[src/rtl/pwm_ctrl_pkg.sv]
package pwm_ctrl_pkg;
  parameter int DUTY_W      = 10;
  parameter int CH_PER_BANK = 8;
  parameter int DIV_W       = 4;
  parameter int NUM_BANKS   = 2;
endpackage

[src/rtl/pwm_prescale.sv]
module pwm_prescale #(
  parameter int DIV_W = 4
) (
  input  logic             clk,
  input  logic             rst_n,
  input  logic             ref_tick,
  input  logic             div_we,
  input  logic [DIV_W-1:0] div_in,
  output logic             adv
);
  logic [DIV_W-1:0] pre_q, pre_d;
  logic [DIV_W-1:0] act_q, act_d;
  logic [DIV_W-1:0] pend_q, pend_d;
  logic             term;

  always_comb begin
    pend_d = div_we ? div_in : pend_q;
    term   = ref_tick && (pre_q == act_q);
    act_d  = term ? pend_d : act_q;
    pre_d  = pre_q;
    if (ref_tick) begin
      pre_d = term ? '0 : pre_q + 1'b1;
    end
    adv = term;
  end

  always_ff @(posedge clk or negedge rst_n) begin
    if (!rst_n) begin
      pre_q  <= '0;
      act_q  <= '0;
      pend_q <= '0;
    end else begin
      pre_q  <= pre_d;
      act_q  <= act_d;
      pend_q <= pend_d;
    end
  end

  assert_pre_bound_R6: assert property (@(posedge clk) disable iff (!rst_n)
    pre_q <= act_q);

  assert_div_hold_R7: assert property (@(posedge clk) disable iff (!rst_n)
    !adv |=> $stable(act_q));
endmodule

[src/rtl/pwm_ramp.sv]
module pwm_ramp #(
  parameter int W = 10
) (
  input  logic         clk,
  input  logic         rst_n,
  input  logic         adv,
  output logic [W-1:0] ramp
);
  logic [W-1:0] ramp_q, ramp_d;

  always_comb begin
    ramp_d = ramp_q;
    if (adv) begin
      ramp_d = ramp_q + 1'b1;
    end
  end

  always_ff @(posedge clk or negedge rst_n) begin
    if (!rst_n) ramp_q <= '0;
    else        ramp_q <= ramp_d;
  end

  assign ramp = ramp_q;

  assert_ramp_step_R5: assert property (@(posedge clk) disable iff (!rst_n)
    adv |=> ramp_q == W'($past(ramp_q) + 1'b1));

  assert_ramp_idle_R5: assert property (@(posedge clk) disable iff (!rst_n)
    !adv |=> $stable(ramp_q));
endmodule

[src/rtl/pwm_bank.sv]
module pwm_bank #(
  parameter int NCH    = 8,
  parameter int W      = 10,
  parameter int ADDR_W = 3
) (
  input  logic              clk,
  input  logic              rst_n,
  input  logic              wr_en,
  input  logic [ADDR_W-1:0] wr_addr,
  input  logic [W-1:0]      wr_duty,
  input  logic [W-1:0]      ramp,
  input  logic              kill,
  output logic [NCH-1:0]    en
);
  logic [W-1:0] duty_q [NCH];
  logic [W-1:0] duty_d [NCH];

  for (genvar i = 0; i < NCH; i++) begin : g_ch
    always_comb begin
      duty_d[i] = duty_q[i];
      if (wr_en && (wr_addr == ADDR_W'(i))) begin
        duty_d[i] = wr_duty;
      end
    end

    always_ff @(posedge clk or negedge rst_n) begin
      if (!rst_n) duty_q[i] <= '0;
      else        duty_q[i] <= duty_d[i];
    end

    assign en[i] = !kill && (ramp <= duty_q[i]);

    assert_keep_R3: assert property (@(posedge clk) disable iff (!rst_n)
      !(wr_en && (wr_addr == ADDR_W'(i))) |=> $stable(duty_q[i]));

    assert_write_R2: assert property (@(posedge clk) disable iff (!rst_n)
      (wr_en && (wr_addr == ADDR_W'(i))) |=> duty_q[i] == $past(wr_duty));
  end
endmodule

[src/rtl/pwm_dual_bank_ctrl.sv]
module pwm_dual_bank_ctrl
  import pwm_ctrl_pkg::*;
#(
  parameter int DW  = DUTY_W,
  parameter int NCH = CH_PER_BANK,
  parameter int DVW = DIV_W,
  localparam int AW = $clog2(NCH)
) (
  input  logic           clk,
  input  logic           rst_n,
  input  logic           ref_tick,
  input  logic           upd_valid,
  input  logic [AW-1:0]  upd_addr,
  input  logic [DW-1:0]  upd_duty_a,
  input  logic [DW-1:0]  upd_duty_b,
  input  logic [DVW-1:0] upd_div,
  input  logic           force_off,
  output logic [NCH-1:0] chan_en_a,
  output logic [NCH-1:0] chan_en_b
);
  logic          adv;
  logic [DW-1:0] ramp;
  logic [NCH-1:0] bank_en [NUM_BANKS];

  pwm_prescale #(.DIV_W(DVW)) u_pre (
    .clk(clk), .rst_n(rst_n), .ref_tick(ref_tick),
    .div_we(upd_valid), .div_in(upd_div), .adv(adv)
  );

  pwm_ramp #(.W(DW)) u_ramp (
    .clk(clk), .rst_n(rst_n), .adv(adv), .ramp(ramp)
  );

  for (genvar b = 0; b < NUM_BANKS; b++) begin : g_bank
    pwm_bank #(.NCH(NCH), .W(DW), .ADDR_W(AW)) u_bank (
      .clk(clk), .rst_n(rst_n), .wr_en(upd_valid), .wr_addr(upd_addr),
      .wr_duty((b == 0) ? upd_duty_a : upd_duty_b),
      .ramp(ramp), .kill(force_off), .en(bank_en[b])
    );
  end

  assign chan_en_a = bank_en[0];
  assign chan_en_b = bank_en[1];

  assert_blank_R8: assert property (@(posedge clk) disable iff (!rst_n)
    force_off |-> (chan_en_a == '0) && (chan_en_b == '0));

  assert_full_on_R4: assert property (@(posedge clk) disable iff (!rst_n)
    (!force_off && ramp == '0) |-> (chan_en_a == '1) && (chan_en_b == '1));
endmodule

[config.mk]
export PLATFORM = sky130hd
export DESIGN_NAME = pwm_dual_bank_ctrl
export DESIGN_NICKNAME = d
export VERILOG_FILES = /design/src/rtl/pwm_ctrl_pkg.sv /design/src/rtl/pwm_prescale.sv /design/src/rtl/pwm_ramp.sv /design/src/rtl/pwm_bank.sv /design/src/rtl/pwm_dual_bank_ctrl.sv
export SDC_FILE = /design/constraint.sdc
export NUM_CORES = 1
export LEC_CHECK = 0
export CORE_AREA = 10 10 161 200
export DETAILED_ROUTE_END_ITERATION = 8
export DIE_AREA = 0 0 171 210
export SLEW_MARGIN = 20
export SYNTH_ARGS = -nofsm -noshare
export SYNTH_HDL_FRONTEND = slang
export SYNTH_HIERARCHICAL = 1
export SYNTH_SLANG_ARGS = --single-unit
[constraint.sdc]
create_clock -name clk -period 2.04 [get_ports clk]
set_input_delay 0.204 -clock clk [delete_from_list [all_inputs] [get_ports clk]]
set_output_delay 0.204 -clock clk [all_outputs]
set_load 0.02 [all_outputs]
Word-level counts from Yosys, hierarchy flattened --
Cells that the tools add are included.
Storage, ports and cells: output and inout port bits 16, flip-flop bits (word level) 182, logic and storage cells 75, bits of input ports 32
Cells by class: add/subtract/negate cells 2, eq/ne operators 8, mux-type cells 2, reductions and logical operators 27, $lt $le $gt $ge 16
Operator list (number):
- <= comparator 10 bit | 16
- logical AND 1 bit | 25
- == test 3 bit (second input constant) | 4
- adder 10 x 1 -> 10 bit (second input constant) | 1
- two-way mux 4 bit | 2
- == test 3 x 2 -> 1 bit (second input constant) | 2
- adder 4 x 1 -> 4 bit (second input constant) | 1
- == test 4 bit | 1
- == test 3 x 1 -> 1 bit (second input constant) | 1
- zero test 3 bit | 1
- zero test 1 bit | 1

Logic depth before layout (Yosys ltp) --
Gate-level depths: netlist (run 1).
word-level depth 3, depth in mapped cells 6, mapped depth without buffers 6

Cells and area by module --
Netlist (run 1), hierarchy kept.
Modules (own cells, without submodules):
- pwm_bank (g_bank[0].u_bank) | sequential area each 2001.9 um2, cells each 512, area each 5087.4 um2, instances 1
- pwm_bank (g_bank[1].u_bank) | sequential area each 2001.9 um2, cells each 511, area each 5087.4 um2, instances 1
- pwm_prescale | sequential area each 300.3 um2, cells each 39, area each 519.2 um2, instances 1
- pwm_ramp | sequential area each 250.2 um2, cells each 35, area each 434.2 um2, instances 1

Least setup slack after synthesis (run 1) --
OpenSTA, ideal clock, no wires.
path type reg-to-output, from reg u_ramp.ramp_q[3], in the netlist u_ramp/ramp[3], to out chan_en_b[7], buffers on the path 0, arrival time 1962 ps, cell stages (with the launch flop) 6, slack -126 ps, required time 1836 ps, cell sequence dfrtp_1 ha_1 a21o_1 a21oi_1 nor2b_1 o32ai_1
On the way: cells in the longest elaborated chain, start to end 2
RTL lines:
- start: declaration | line pwm_ramp.sv:9 | logic [W-1:0] ramp_q, ramp_d;
- start signal: assignment | line pwm_ramp.sv:20 | else ramp_q <= ramp_d;
- <= comparator 10 bit | line pwm_bank.sv:31 | assign en[i] = !kill && (ramp <= duty_q[i]);
- logical AND 1 bit | line pwm_bank.sv:31
- end: declaration | line pwm_dual_bank_ctrl.sv:19 | output logic [NCH-1:0] chan_en_b
Every way passes these cells.

Worst setup path in the final report (run 1) --
from reg u_ramp.ramp_q[5], in the netlist u_ramp/ramp[5], to out chan_en_a[2]
On the way: cells in the longest elaborated chain, start to end 2
RTL lines:
- <= comparator 10 bit | line pwm_bank.sv:31
- logical AND 1 bit | line pwm_bank.sv:31
- end: declaration | line pwm_dual_bank_ctrl.sv:18 | output logic [NCH-1:0] chan_en_a,
Every way passes these cells.

==> results of run 1 <==
[per-stage QoR]
| step | area, sq um | setup slack [ns] | std cells |
|---|---|---|---|
| after floorplan | 11170 | 0.05565 | 1097 |
| after global placement | 12820 | -0.4663 | 1573 |
| after detailed placement | 12820 | -0.4656 | 1573 |
| after CTS | 14190 | -0.4174 | 1614 |
| after global routing | 14440 | -0.4866 | 1621 |
| final | 14440 | -0.4145 | 1621 |
[sequential cells by signal (all words and copies together), names as in the netlist]
| signal | count |
|---|---|
| g_bank.u_bank/duty_q | 160 |
| u_ramp/ramp | 10 |
| u_pre/act_q | 4 |
| u_pre/pend_q | 4 |
| u_pre/pre_q | 4 |
[worst max-delay path, delay by kind of cell, from the launching register on]
| family | cells | cell delay, ns |
|---|---|---|
| and+or+nand+nor | 2 | 0.51 |
| buffers and inverters | 2 | 0.28 |
| adders and majority gates | 1 | 0.30 |
| DFF | 1 | 0.44 |
| AOI/OAI and AO/OA | 2 | 0.26 |
[timing repair]
item                                    CTS  global route
gates resized for setup                 175            35
buffers inserted                          7             7
endpoints found under the hold margin    27             0
endpoints found under the setup margin   16            18
pin swaps                                63            24
hold buffers                              1             0
cloned                                    2             0
[per-layer routing]
metal	track usage [%]	up-vias
met5	0	-
met4	4.926	0
met3	2.281	27
met2	29.29	127
met1	21.47	4131
li1	-	4148
[cells in the mapped netlist (all sizes together) (4+ instances only)]
cell / n / share of area [%]
nand2: 108 / 3.7
mux2: 97 / 10
nor3: 22 / 1.5
a31o: 11 / 0.87
nor3b: 4 / 0.67
clkbuf: 8 / 0.31
a21oi: 64 / 2.9
nand4b: 6 / 0.47
o21ai: 107 / 4.9
xor2: 11 / 0.87
inv: 153 / 5.2
a32oi: 5 / 0.39
dfrtp: 182 / 41
buf: 14 / 0.85
ha: 162 / 18
o32ai: 5 / 0.39
or3: 11 / 0.62
nand4: 39 / 2.4
a21o: 5 / 0.34
nor2b: 27 / 1.5
nor2: 27 / 0.98
o21a: 5 / 0.34
o211ai: 16 / 1.1
[power by group]
| part | switching [mW] | leakage (nW) | internal, mW | total, mW |
|---|---|---|---|---|
| Sequential | 0.386 | 2.21 | 4.40 | 4.79 |
| Combinational | 2.44 | 4.07 | 2.36 | 4.80 |
| Clock | 1.62 | 0.289 | 1.74 | 3.36 |
[final cells by class]
cell class | count | area (sq um)
Inverter | 153 | 578.1
Tap cell | 355 | 444.2
Sequential cell | 182 | 4561
Fill cell | 2534 | 13880
Clock buffer | 17 | 425.4
Multi-Input combinational cell | 740 | 6684
Timing Repair Buffer | 159 | 1582
Clock inverter | 15 | 161.4
[worst max-delay path by stage]
stage / slack, ns / start / end / cells after the start
6_report: -0.41 / u_ramp/ramp[5] / chan_en_a[2] / 7
5_1_grt: -0.49 / u_ramp/ramp[5] / chan_en_a[2] / 7
4_1_cts: -0.42 / u_ramp/ramp[9] / chan_en_b[6] / 7
3_5_place_dp: -0.47 / u_ramp/ramp[9] / chan_en_b[6] / 7
3_3_place_gp: -0.47 / u_ramp/ramp[9] / chan_en_a[3] / 7
2_1_floorplan: 0.06 / u_ramp/ramp[3] / chan_en_b[7] / 5
[cell families (layout without fill, tap and decap cells)]
| family | count (synthesis) | after routing |
|---|---|---|
| DFF | 182 | 182 |
| xor gates and xnor gates | 14 | 14 |
| adders and majority gates | 162 | 162 |
| and+or+nand+nor | 247 | 247 |
| buffers and inverters | 175 | 344 |
| muxes | 97 | 97 |
| AOI/OAI and AO/OA | 220 | 220 |
==> run summary, run 1 <==
The flow ran to the end, but the final reports show violations. The checks that failed: negative setup slack. Synthesis produced 1097 cells.

Mean instance size in the synthesized netlist: 10.14 sq um. The tightest min-delay check is of the input pin to async pin type. The number of nets in the synthesized netlist is 1291.

In this run the worst path has a maximum fanout of 11. Cells fill 50.98% of the core in the end. In this run, synthesis inferred 0 flip-flops with an integrated enable.

The setup path with the least slack is of type flip-flop to output pin. Post-route fraction of the period consumed by the critical path: 120.3%. The tools report the number of global-route vias before repair as 8825. The run gives 0.01113 sq mm as the combined area of all synthesized cells. Summing the areas of all compound-gate instances in the mapped netlist gives 11.39% of the synthesized area. 48 I/O pins were placed. The first-pass GRT wire length was 47650 um. Number of remaining DRC errors: 0. In this run the number of H-tree levels came out at 4. After synthesis, the largest family of logic cells by area is adder cells. The total of max-cap violations came out at 0. After clock tree synthesis, the clock-pin slew on the worst setup and hold paths is 0.08 ns. Leaving out fill and tap cells, the most frequent cell in the layout is sky130_fd_sc_hd__dfrtp_1. The capture point of the worst reg-to-reg path was u_ramp/ramp[8]. The xor-xnor portion of the synthesized cell area is 1.102%. The largest individual stage delay along the critical path comes from the cell sky130_fd_sc_hd__dfrtp_2. Setup violations remaining at the end of the flow were counted as 16. The startpoint identified for the worst register-to-register timing path is u_pre/act_q[3].

The number of unique standard cell types used by synthesis is 37, and the mux cell area share after synthesis is 9.951%. The kind of launch point of the worst setup path is a flip-flop. The number of register bits inferred by synthesis was 182; the worst path arrival time was 2.25 ns.

Dividing the detail-routed wire length by the instance count gives 18.26 um. In this run the clock root is driven by a sky130_fd_sc_hd__clkbuf_16. After routing, the total negative slack on setup checks comes to -5.830 ns. The detailed placement HPWL is 20150 um, and the async set or reset register ratio after synthesis is 100.0%. The floorplan step defined a die boundary enclosing 0.03591 sq mm.

Maximum vdd ir drop: 0.0004731 V. On the final layout, the worst clock skew is 0.01156 ns. The shortest period the worst path allows came out at 2.455 ns. The highest layer touched by signal routing is met4.

For the worst flop-to-flop path, the logic depth is 6. In this run the power density over the cells is 896.6 mW/mm^2. For the setup slack of the most critical reg-to-reg path, the log shows 0.11 ns. For this block, the initial DRC count from the detailed router was 521.

The routed layout has 8433 vias. The area overhead of the layout relative to synthesis was 29.72%. Wire length on met3: 834 um. The detail route stage leaves a number of antenna-violating nets equal to 0.

The die extent in y was 210 um. After floorplanning, the core was sized to cover 0.02832 sq mm. Setup repair after global routing could not meet its margin everywhere. The upper clock frequency limit was 407.4 MHz.

The share of synthesized cell area in full adder, half adder and majority cells came out at 18.21%. Leaving out fill and tap cells, the most frequent cells in the layout are 177 x sky130_fd_sc_hd__dfrtp_1, 151 x sky130_fd_sc_hd__inv_1, 108 x sky130_fd_sc_hd__ha_1. The flip-flop cell with the highest count after synthesis was sky130_fd_sc_hd__dfrtp_1. The horizontal die dimension was 171 um. The number of pins exceeding their max-slew limit in the final report is 0, and the total of buffers placed on input and output ports is 47. 0 antenna diodes ended up in the layout. In this run the static leakage power is 6.563 nW.

The run gives 16.94% as the overall fraction of global-route tracks in use. Counting every sink on the clock net gives 182. The routed design has 29590 um of wire. The signal on the critical path passes through buf_12, ha_1, nand4_1, or3_4, a21oi_2, a31o_2, buf_6.

The total power draw is 12.94 mW, and the maximum cell stage delay along the critical path is 0.44 ns. Worst-skew pair later-pin latency: 0.44 ns. Category of the worst setup path capture point: an output pin. The tools report the row count as 69. Number of buffers inserted during clock tree synthesis: 17.

The aggregate global routing overflow is 0, and the simple-gate portion of the synthesized area is 12.09%. The met2 layer wire length in the routed design is 14830 um. The worst-margin pin slew was 0.5914 ns; the global placement routability congestion was 0.8595.

The starting density of the core was 39.30%; the largest net degree at the start of global routing was 74. The number of antenna violations at the first check in global routing came out at 0. The number of endpoints with negative hold slack in the final report is 0. The logs give -0.4145 ns for the final worst slack and 13460 um for the wire length the detailed router placed on met1.

TritonCTS built the clock tree. The data required time at the worst endpoint came out at 1.84 ns. The synthesis warning total was 6. The tightest hold path in the finished design has a slack of 0.2218 ns. The sequential share of the synthesized area was 40.93%. The run gives 60.45% as the worst slew slack as a fraction of its limit. Dividing the detail-routed via count by the number of cells gives 5.202.

The post-layout net count is 1447, and the deepest clock path buffer count is 2. The post-route netlist has 30.25% of its cells at a drive strength greater than 1. The pre-antenna-repair detailed-routing pass consisted of 5 iterations.
Power figures use the tool's default switching activity.
==> run 2, diff against run 1 <==
- CORE_AREA: 10 10 161 200 -> 10 10 163 202
- CTS_CLUSTER_DIAMETER: not set -> 40
- DIE_AREA: 0 0 171 210 -> 0 0 173 212
==> run 2 against run 1 <==
- the flow still finishes with violations (negative setup slack)
- clock skew decreased by 0.0064 ns
- count of clock-buffer cells in the layout unchanged
- combinational power is 3% lower
- routed wire length grew 0.38%
- critical path depth increased by 1
- final cell count is 3.0% higher
- total power shrank 2.3%
- critical path type unchanged
- critical endpoint is now chan_en_a[3]
- largest power group is now sequential cells
==> run summary, run 2 (synthesized netlist as in run 1, its figures left out) <==
The flip-flop count of the largest register, all copies and words added came out at 160 (unchanged). For the fraction of the core area covered by cells at the end of the flow, the log shows 49.51% (-1.5 points). The total buffers and inverters traversed by the critical path was 3 (+1); the total power draw was 12.64 mW (-2.3%). The number of global-route vias before repair was 8777 (-0.54%); the total of endpoints with negative setup slack in the final report was 16 (unchanged).

Dominant delay contributor by cell family on the critical path: simple AND/OR/NAND/NOR gates. For the finished layout cell area, the log shows 0.01440 sq mm (-0.26%). The run gives 0 (unchanged) as the remaining antenna violation count.

TritonCTS sink count: 182 (unchanged). The overall fraction of global-route tracks in use came out at 16.39% (-0.54 points). The run gives 0.03668 sq mm (+2.1%) as the overall die area. The core area is 0.02908 sq mm (+2.7%). The area overhead of the layout relative to synthesis is 29.38%. The worst setup path is launched from a flip-flop. The tools report the maximum vdd ir drop as 0.0005908 V (+25%).

The setup skew after layout was 0.005150 ns (-0.006411 ns); the worst-margin pin slew was 0.6263 ns (+0.03491 ns). The fraction of final layout cells sized beyond drive strength 1 is 28.96% (-1.3 points), and the total via count after detailed routing is 8442 (+0.11%). The layer flagged by global routing as most heavily used is met2.

Class of the most critical setup path: flip-flop to output pin. The placed cell area was 0.01298 sq mm (+1.2%); the depth of the CTS H-tree was 4 (unchanged). The average routed wire per standard cell is 17.79 um (-2.6%), and the largest net degree at the start of global routing is 58 (-22%). The post-route fraction of the period consumed by the critical path is 124.8% (+4.5 points). For the post-layout net count, the log shows 1455 (+0.55%). The logs give 48 (unchanged) for the number of top-level pins and 28.58% (-0.72 points) for the met2 capacity usage during global routing. The total of max-cap violations is 0 (unchanged), and the number of pins exceeding their max-slew limit in the final report is 0 (unchanged). The tools report the worst-skew pair later-pin latency as 0.44 ns (about the same). The largest fanout on the critical path works out to 5 (-6).

The shortest period the worst path allows was 2.546 ns (+0.09164 ns). The flow ran to the end, but the final reports show violations. The tools report the fraction of met3 tracks used by global routing as 2.343% (+0.062 points).

The worst slew slack as a fraction of its limit came out at 58.12% (-2.3 points). The horizontal die dimension works out to 173 um (+1.2%). Setup repair after global routing could not meet its margin everywhere.

The initial detailed-routing violation count was 456 (-12%); the number of buffers inserted during clock tree synthesis was 17 (unchanged). The depth of the critical timing path with buffers and inverters included is 8 (+1). The final reports fail on negative setup slack. The path depth of the worst reg2reg path was 6 (unchanged); the data required time at the worst endpoint was 1.84 ns (about the same). The total of buffers placed on input and output ports works out to 47 (unchanged). The worst path arrival time came out at 2.34 ns (+0.09 ns). TritonCTS built the clock tree. Type of the tightest min-delay check: input pin to async pin. The run gives 38.27% (-1.0 points) as the starting density of the core.

The tree is rooted in a sky130_fd_sc_hd__clkbuf_16. On the critical path, the stage with the largest delay is an instance of sky130_fd_sc_hd__dfrtp_2. The die extent in y was 212 um (+0.95%). The clock slew at the register clock pins of the worst setup and hold paths was 0.08 ns (about the same); the wire length after detailed routing was 29710 um (+0.38%). Cell repeated most along the worst path: sky130_fd_sc_hd__buf_6. The static leakage came out at 6.633 nW (+1.1%). In the final layout, the registers with the most flip-flops are g_bank.u_bank/duty_q (160), u_ramp/ramp (10).

The maximum cell stage delay along the critical path works out to 0.45 ns (about the same). The aggregate global routing overflow was 0 (unchanged); the number of remaining DRC errors was 0 (unchanged). The row count is 70 (+1.4%), and the ratio of routed vias to standard cells is 5.055 (-2.8%). The deepest clock path buffer count is 2 (unchanged). The first-pass GRT wire length came out at 47240 um (-0.87%). The tools report the fraction of met1 tracks used by global routing as 20.55% (-0.92 points).

The final worst slack is -0.5062 ns (-0.09164 ns), and the total inserted antenna cells is 0 (unchanged). For the global placement routability congestion, the log shows 0.8444 (-1.8%). The most frequent standard cell in the layout excluding fill and tap cells was sky130_fd_sc_hd__dfrtp_1.

The run gives 0 (unchanged) as the number of endpoints with negative hold slack in the final report. The tools report the upper clock frequency limit as 392.7 MHz (-3.6%). The critical path goes through buf_6, buf_6, ha_4, nand4_1, or3_1, a21oi_2, a31o_2, buf_6. Power density over cell area: 877.9 mW/mm^2 (-2.1%). In the layout the commonest cells are 179 x sky130_fd_sc_hd__dfrtp_1, 151 x sky130_fd_sc_hd__inv_1, 123 x sky130_fd_sc_hd__ha_1.

The number of antenna violations at the first check in global routing was 0 (unchanged). The category of the worst setup path capture point was an output pin. Register with the most flip-flops: g_bank.u_bank/duty_q. For the setup slack at placement, the log shows -0.4619 ns (+0.003712 ns). Number of detailed-routing iterations run before antenna repair: 5 (unchanged). The detailed placement HPWL was 20040 um (-0.54%).
## run 2: changes by cell type in the layout (fill, tap and decap cells not counted), moves of 3 or more
cell                      delta
sky130_fd_sc_hd__ha_1       +15
sky130_fd_sc_hd__buf_6       +6
sky130_fd_sc_hd__a21oi_1     +5
sky130_fd_sc_hd__o21ai_1     -3
sky130_fd_sc_hd__ha_4       -15
sky130_fd_sc_hd__o21ai_0     +3
sky130_fd_sc_hd__a21oi_2     -5
## run 2: per-layer routing
layer / share of wire (%) / wire length (um) / vias to the layer above
met5: 0 / 0 / -
met4: 1.4 / 428 / 0
met3: 3.3 / 990 / 25
met2: 50 / 14780 / 144
met1: 45 / 13510 / 4100
li1: - / - / 4173
## run 2: timing repair
action | 4_1_cts | 5_1_grt
hold endpoints to repair | 54 | 0
hold buffers | 1 | 0
cloned | 4 | 0
resized for setup | 130 | 45
pin swaps | 23 | 29
setup buffers | 12 | 1
setup endpoints to repair | 16 | 16
## run 2: path summary, 6_finish.rpt
| check | slack, ns | from | end |
|---|---|---|---|
| setup / recovery | -0.51 | u_ramp/ramp[7] | chan_en_a[3] |
| setup reg to reg | 0.17 | u_pre/act_q[3] | u_ramp/ramp[8] |
| min in group clk | 0.40 | upd_div[3] | u_pre/pend_q[3] |
| max in group asynchronous | 1.06 | rst_n | g_bank[0].u_bank/duty_q[24] |
| hold reg to reg | 0.50 | u_pre/pend_q[2] | u_pre/pend_q[2] |
| hold / removal | 0.31 | rst_n | g_bank[0].u_bank/duty_q[53] |
## run 2: area by class of cell
| cell class | instances | area (sq um) |
|---|---|---|
| clock buffer | 17 | 425.4 |
| clock inverter | 15 | 136.4 |
| fill | 2665 | 14680 |
| inverter | 153 | 578.1 |
| multi-input combinational | 740 | 6482 |
| sequential | 182 | 4558 |
| tap | 396 | 495.5 |
| timing repair buffer | 167 | 1722 |
## run 2: metrics by stage
step                      std cells  hold slack [ns]  setup TNS, ns
final                          1670           0.3081         -6.654
after global routing           1670           0.3294         -8.169
after CTS                      1669           0.3100         -7.104
after detailed placement       1620           0.2251         -6.583
after global placement         1620           0.2235         -6.338
after floorplan                1097         -0.09159              0
## run 2: where the power goes
group          switching (mW)  internal [mW]  total [mW]
logic                    2.37           2.29        4.66
registers               0.370           4.40        4.77
clock network            1.59           1.62        3.21
total                    4.33           8.31        12.6
==> run 3, diff against run 2 <==
- GPL_ROUTABILITY_DRIVEN: not set -> 0
==> results of run 3 <==
No change in the layout: final DEF, timing and power equal those of run 2.
